File: src/rtl/i2c_role_pkg.sv
package i2c_role_pkg;

  localparam int unsigned DEF_ADDR_W = 7;

  typedef enum logic [1:0] {
    TRX_HOLD  = 2'd0,
    TRX_CLEAR = 2'd1,
    TRX_SLAVE = 2'd2,
    TRX_MSTR  = 2'd3
  } trx_src_e;

  function automatic logic is_all_zero(input logic [31:0] v, input int unsigned w);
    logic z;
    z = 1'b1;
    for (int i = 0; i < 32; i++) begin
      if (i < w && v[i]) z = 1'b0;
    end
    return z;
  endfunction

endpackage

File: src/rtl/i2c_role_addr_match.sv
module i2c_role_addr_match #(
  parameter int unsigned ADDR_W = 7
) (
  input  logic              clk,
  input  logic              rst,
  input  logic              start_i,
  input  logic              stop_i,
  input  logic              first_vld_i,
  input  logic [ADDR_W:0]   first_byte_i,
  input  logic [ADDR_W-1:0] own_addr_i,
  input  logic              mst_i,
  input  logic              free_fmt_i,
  output logic              slave_sel_o,
  output logic              addr_hit_o,
  output logic              gen_call_o
);
  import i2c_role_pkg::*;

  localparam int unsigned BYTE_W = ADDR_W + 1;

  logic [ADDR_W-1:0] rx_addr;
  logic              eq_own;
  logic              eq_zero;
  logic              eligible;
  logic              hit_set;
  logic              gc_set;
  logic              flag_clr;

  assign rx_addr  = first_byte_i[ADDR_W:1];
  assign eq_own   = (rx_addr == own_addr_i);
  assign eq_zero  = is_all_zero({{(32-BYTE_W){1'b0}}, first_byte_i}, BYTE_W);
  assign eligible = first_vld_i && !mst_i && !free_fmt_i;
  assign hit_set  = eligible && eq_own;
  assign gc_set   = eligible && eq_zero;
  assign flag_clr = start_i || stop_i;

  assign slave_sel_o = hit_set || gc_set;

  always_ff @(posedge clk) begin
    if (rst) begin
      addr_hit_o <= 1'b0;
      gen_call_o <= 1'b0;
    end else if (flag_clr) begin
      addr_hit_o <= 1'b0;
      gen_call_o <= 1'b0;
    end else begin
      if (hit_set) addr_hit_o <= 1'b1;
      if (gc_set)  gen_call_o <= 1'b1;
    end
  end

endmodule

File: src/rtl/i2c_role_mst_flag.sv
module i2c_role_mst_flag (
  input  logic clk,
  input  logic rst,
  input  logic stop_i,
  input  logic arb_lost_i,
  input  logic sw_take_i,
  input  logic sw_mst_i,
  output logic mst_o
);

  logic drop;
  assign drop = stop_i || arb_lost_i;

  always_ff @(posedge clk) begin
    if (rst) begin
      mst_o <= 1'b0;
    end else if (drop) begin
      mst_o <= 1'b0;
    end else if (sw_take_i) begin
      mst_o <= sw_mst_i;
    end
  end

endmodule

File: src/rtl/i2c_role_trx_flag.sv
module i2c_role_trx_flag (
  input  logic clk,
  input  logic rst,
  input  logic start_i,
  input  logic stop_i,
  input  logic arb_lost_i,
  input  logic first_vld_i,
  input  logic rw_i,
  input  logic ack_i,
  input  logic mst_i,
  input  logic free_fmt_i,
  input  logic slave_sel_i,
  input  logic sw_take_i,
  input  logic sw_trx_i,
  output logic trx_o
);
  import i2c_role_pkg::*;

  logic     ack_pend;
  logic     rw_sent;
  trx_src_e src;

  // Hardware source selection, strongest first.
  always_comb begin
    src = TRX_HOLD;
    if (!free_fmt_i) begin
      if (stop_i || arb_lost_i)
        src = TRX_CLEAR;
      else if (slave_sel_i)
        src = TRX_SLAVE;
      else if (ack_i && mst_i && ack_pend)
        src = TRX_MSTR;
    end
  end

  always_ff @(posedge clk) begin
    if (rst) begin
      ack_pend <= 1'b0;
      rw_sent  <= 1'b0;
    end else if (start_i || stop_i || arb_lost_i) begin
      ack_pend <= 1'b0;
    end else if (first_vld_i && mst_i) begin
      ack_pend <= 1'b1;
      rw_sent  <= rw_i;
    end else if (ack_i) begin
      ack_pend <= 1'b0;
    end
  end

  always_ff @(posedge clk) begin
    if (rst) begin
      trx_o <= 1'b0;
    end else begin
      unique case (src)
        TRX_CLEAR: trx_o <= 1'b0;
        TRX_SLAVE: trx_o <= rw_i;
        TRX_MSTR:  trx_o <= ~rw_sent;
        default:   if (sw_take_i) trx_o <= sw_trx_i;
      endcase
    end
  end

endmodule

File: src/rtl/i2c_role_tracker.sv
module i2c_role_tracker #(
  parameter int unsigned ADDR_W = i2c_role_pkg::DEF_ADDR_W
) (
  input  logic              clk,
  input  logic              rst,
  input  logic              sw_wr_i,
  input  logic              sw_mst_i,
  input  logic              sw_trx_i,
  input  logic              start_i,
  input  logic              first_vld_i,
  input  logic [ADDR_W:0]   first_byte_i,
  input  logic              ack_i,
  input  logic              stop_i,
  input  logic              arb_lost_i,
  input  logic              free_fmt_i,
  input  logic [ADDR_W-1:0] own_addr_i,
  output logic              mst_o,
  output logic              trx_o,
  output logic              addr_hit_o,
  output logic              gen_call_o
);

  logic hw_evt;
  logic sw_take;
  logic slave_sel;

  assign hw_evt  = stop_i || arb_lost_i || first_vld_i || ack_i;
  assign sw_take = sw_wr_i && !hw_evt;

  i2c_role_addr_match #(.ADDR_W(ADDR_W)) u_match (
    .clk          (clk),
    .rst          (rst),
    .start_i      (start_i),
    .stop_i       (stop_i),
    .first_vld_i  (first_vld_i),
    .first_byte_i (first_byte_i),
    .own_addr_i   (own_addr_i),
    .mst_i        (mst_o),
    .free_fmt_i   (free_fmt_i),
    .slave_sel_o  (slave_sel),
    .addr_hit_o   (addr_hit_o),
    .gen_call_o   (gen_call_o)
  );

  i2c_role_mst_flag u_mst (
    .clk        (clk),
    .rst        (rst),
    .stop_i     (stop_i),
    .arb_lost_i (arb_lost_i),
    .sw_take_i  (sw_take),
    .sw_mst_i   (sw_mst_i),
    .mst_o      (mst_o)
  );

  i2c_role_trx_flag u_trx (
    .clk         (clk),
    .rst         (rst),
    .start_i     (start_i),
    .stop_i      (stop_i),
    .arb_lost_i  (arb_lost_i),
    .first_vld_i (first_vld_i),
    .rw_i        (first_byte_i[0]),
    .ack_i       (ack_i),
    .mst_i       (mst_o),
    .free_fmt_i  (free_fmt_i),
    .slave_sel_i (slave_sel),
    .sw_take_i   (sw_take),
    .sw_trx_i    (sw_trx_i),
    .trx_o       (trx_o)
  );

endmodule

File: config.mk
export PLATFORM = sky130hd
export DESIGN_NAME = i2c_role_tracker
export DESIGN_NICKNAME = d
export VERILOG_FILES = /design/src/rtl/i2c_role_pkg.sv /design/src/rtl/i2c_role_addr_match.sv /design/src/rtl/i2c_role_mst_flag.sv /design/src/rtl/i2c_role_trx_flag.sv /design/src/rtl/i2c_role_tracker.sv
export SDC_FILE = /design/constraint.sdc
export NUM_CORES = 1
export LEC_CHECK = 0
export ABC_AREA = 1
export BUFFER_PORTS_ARGS = -buffer_cell sky130_fd_sc_hd__buf_4
export CORE_AREA = 2 2 39 41
export DETAILED_ROUTE_END_ITERATION = 10
export DIE_AREA = 0 0 41 43
export MAX_ROUTING_LAYER = met4
export PLACE_DENSITY = 0.71
export SYNTH_ARGS = -nofsm -noshare
export SYNTH_HDL_FRONTEND = slang
export SYNTH_SLANG_ARGS = --single-unit
File: constraint.sdc
create_clock -name clk -period 2.8 [get_ports clk]
set_input_delay 0.42 -clock clk [delete_from_list [all_inputs] [get_ports clk]]
set_output_delay 0.42 -clock clk [all_outputs]
set_load 0.1 [all_outputs]
==> results_dict.tcl <==
set metrics [dict create \
    first_pass_iters 4 \
    fin_crit_ns 1.40 \
    core_sq_um 1380 \
    drive_gt1_share_pct 33.6 \
    path_delay_family "flip-flops" \
    clkTransAtPathRegs_ns 0.05 \
    power_leakage_nw 0.393 \
    tns_ns 0 \
    fillers 150 \
    cts_resized 0 \
    slew_violations 0 \
    die_h_microns 43 \
    rsz0062_at_grt "false" \
    peakVddDrop_v 0.000112 \
    cts_tree "yes" \
    cts_root_buffer "clkbuf_4" \
    crit_chain "buf_4" \
    dpl_cell_area_sq_um 694 \
    r2r_cells 8 \
    critPathBufInv 1 \
    cp_slowest_cell "dfxtp_1" \
    port_buffers 29 \
    insertedDiodeCount 0 \
    yosys.cell_types.count 15 \
    vias 545 \
    ys_seq_area_share_pct 26.3 \
    setup.worst_path.class "flip-flop to primary output" \
    finalPower_w 0.000225 \
    area_growth_pct 57.0 \
    yosys_warnings 0 \
    setup_viol 0 \
    mostFrequentLayoutCells "buf_4 (29), nand2_1 (22), inv_1 (18), nor2_1 (9), dfxtp_1 (6)" \
    clock_path_buffers 2 \
    drcViolationCount 0 \
    insertion_delay_ns 0.25 \
    final_nets 138 \
    rows 14 \
    worstSetupStartpointType "flip-flop" \
    utilization_pct 51.8 \
    antenna_found_initial 0 \
    worst_setup_path_end_kind "primary output" \
    numCtsBuffers 3 \
    ys_ff_latch 6 \
    grt-ovfl-total 0 \
    cts_sinks 6 \
    die_w_microns 41 \
    ios 30 \
    grt_use_total_pct 14.1 \
    viasPerCell 4.33 \
    cap_violations 0 \
    outcome "finished, final reports clean" \
    drtIter0Drc 5 \
    holdPathStages 2 \
    p_per_area_nw_per_um2 314 \
    stdcell_area_sq_um 717 \
    avgSynthCellArea_sq_um 5.85 \
    path_depth 1 \
    syn-num-nets 104 \
    worstPathArrival_ns 0.98 \
    holdBufCountCts 0 \
    routabilityCongestion 0.705 \
    fin_skew_ns 0.000344 \
    grt_pass1_vias 470 \
    hold_class "input pin to flip-flop" \
    dieArea_sq_um 1760 \
    tightest_slew_ns 0.279 \
    timing.hold.ws_ns 0.343 \
    max_slew_margin_pct 81.6 \
    grt_pass1_wl_microns 1650 \
    start_util_pct 33.0 \
    ant_nets 0 \
    post_cts_buffers 0 \
    final_common_cell "buf_4" \
    slowest_delay_ns 0.40 \
    wire_per_inst_microns 8.67 \
    critPathMaxFanout 5 \
    grt_max_degree 6 \
    finalHoldViolCount 0 \
    final.period_utilization_pct 49.9 \
    fmax_ghz 0.715 \
    h-tree-depth 1 \
    syn-instance-count 78 \
    cp_data_required_time_ns 2.38 \
    drt_wl_total_microns 1090 \
    synth_area_sq_um 457 \
    dp_hpwl_microns 973 \
]
per-layer routing:
metal	global-route usage (%)	vias to the layer above	part of all wire [%]
met5	-	-	0
met3	3.14	3	9.8
met2	22.8	26	45
met4	8.00	0	2.0
li1	-	299	-
met1	14.8	217	43
kinds of logic (layout without fill, tap and decap cells):
logic type / count (synthesis) / in the layout / synth area share, %
xor+xnor: 4 / 4 / 7.67
compound gates: 7 / 7 / 7.67
buf+inv: 18 / 50 / 14.8
mux: 1 / 1 / 2.19
flops: 6 / 6 / 26.3
simple gates: 42 / 42 / 41.4
state kept, by name (all words and copies together) (netlist names):
| register | count |
|---|---|
| u_match.addr_hit_o | 1 |
| u_match.gen_call_o | 1 |
| u_trx.rw_sent | 1 |
| u_trx.ack_pend | 1 |
| u_mst.mst_o | 1 |
| u_trx.trx_o | 1 |
power by group:
group          internal [W]  leakage, nW  switching, W   total, W
Combinational     0.0000330        0.331     0.0000239  0.0000569
Clock             0.0000486       0.0138     0.0000337  0.0000823
Sequential        0.0000858       0.0483   0.000000101  0.0000859
Total              0.000167        0.393     0.0000577   0.000225
final cells by class:
cell class	count	area (sq um)	area share (%)
flip-flops and latches	6	120	16.8
well taps	16	20.0	2.79
inverters	18	67.6	9.42
multi-input cells	54	269	37.5
repair buffers	29	218	30.4
clock buffers	3	22.5	3.14
synthesized netlist by cell type (all sizes together):
cell type | count | area [sq um]
nor2 | 11 | 46.3
xnor2 | 4 | 35.0
inv | 18 | 67.6
nand3 | 3 | 20.0
mux2i | 1 | 10.0
o21ai | 2 | 10.0
dfxtp | 6 | 120
nor3 | 2 | 15.0
nand2 | 23 | 88.8
nand4 | 3 | 18.8
a21oi | 5 | 25.0
metrics by stage:
step | instances | setup slack, ns
3_3_place_gp | 123 | 1.44
6_report | 126 | 1.40
5_1_grt | 126 | 1.34
2_1_floorplan | 78 | 1.12
3_5_place_dp | 123 | 1.40
4_1_cts | 126 | 1.39
worst paths after layout:
kind | from | end | slack, ns
setup / recovery | u_mst.mst_o | mst_o | 1.40
hold reg to reg | u_match.gen_call_o | u_match.gen_call_o | 0.45
hold / removal | rst | u_trx.ack_pend | 0.34
setup reg to reg | u_mst.mst_o | u_trx.trx_o | 1.55
(Power assumes the default switching activity.)
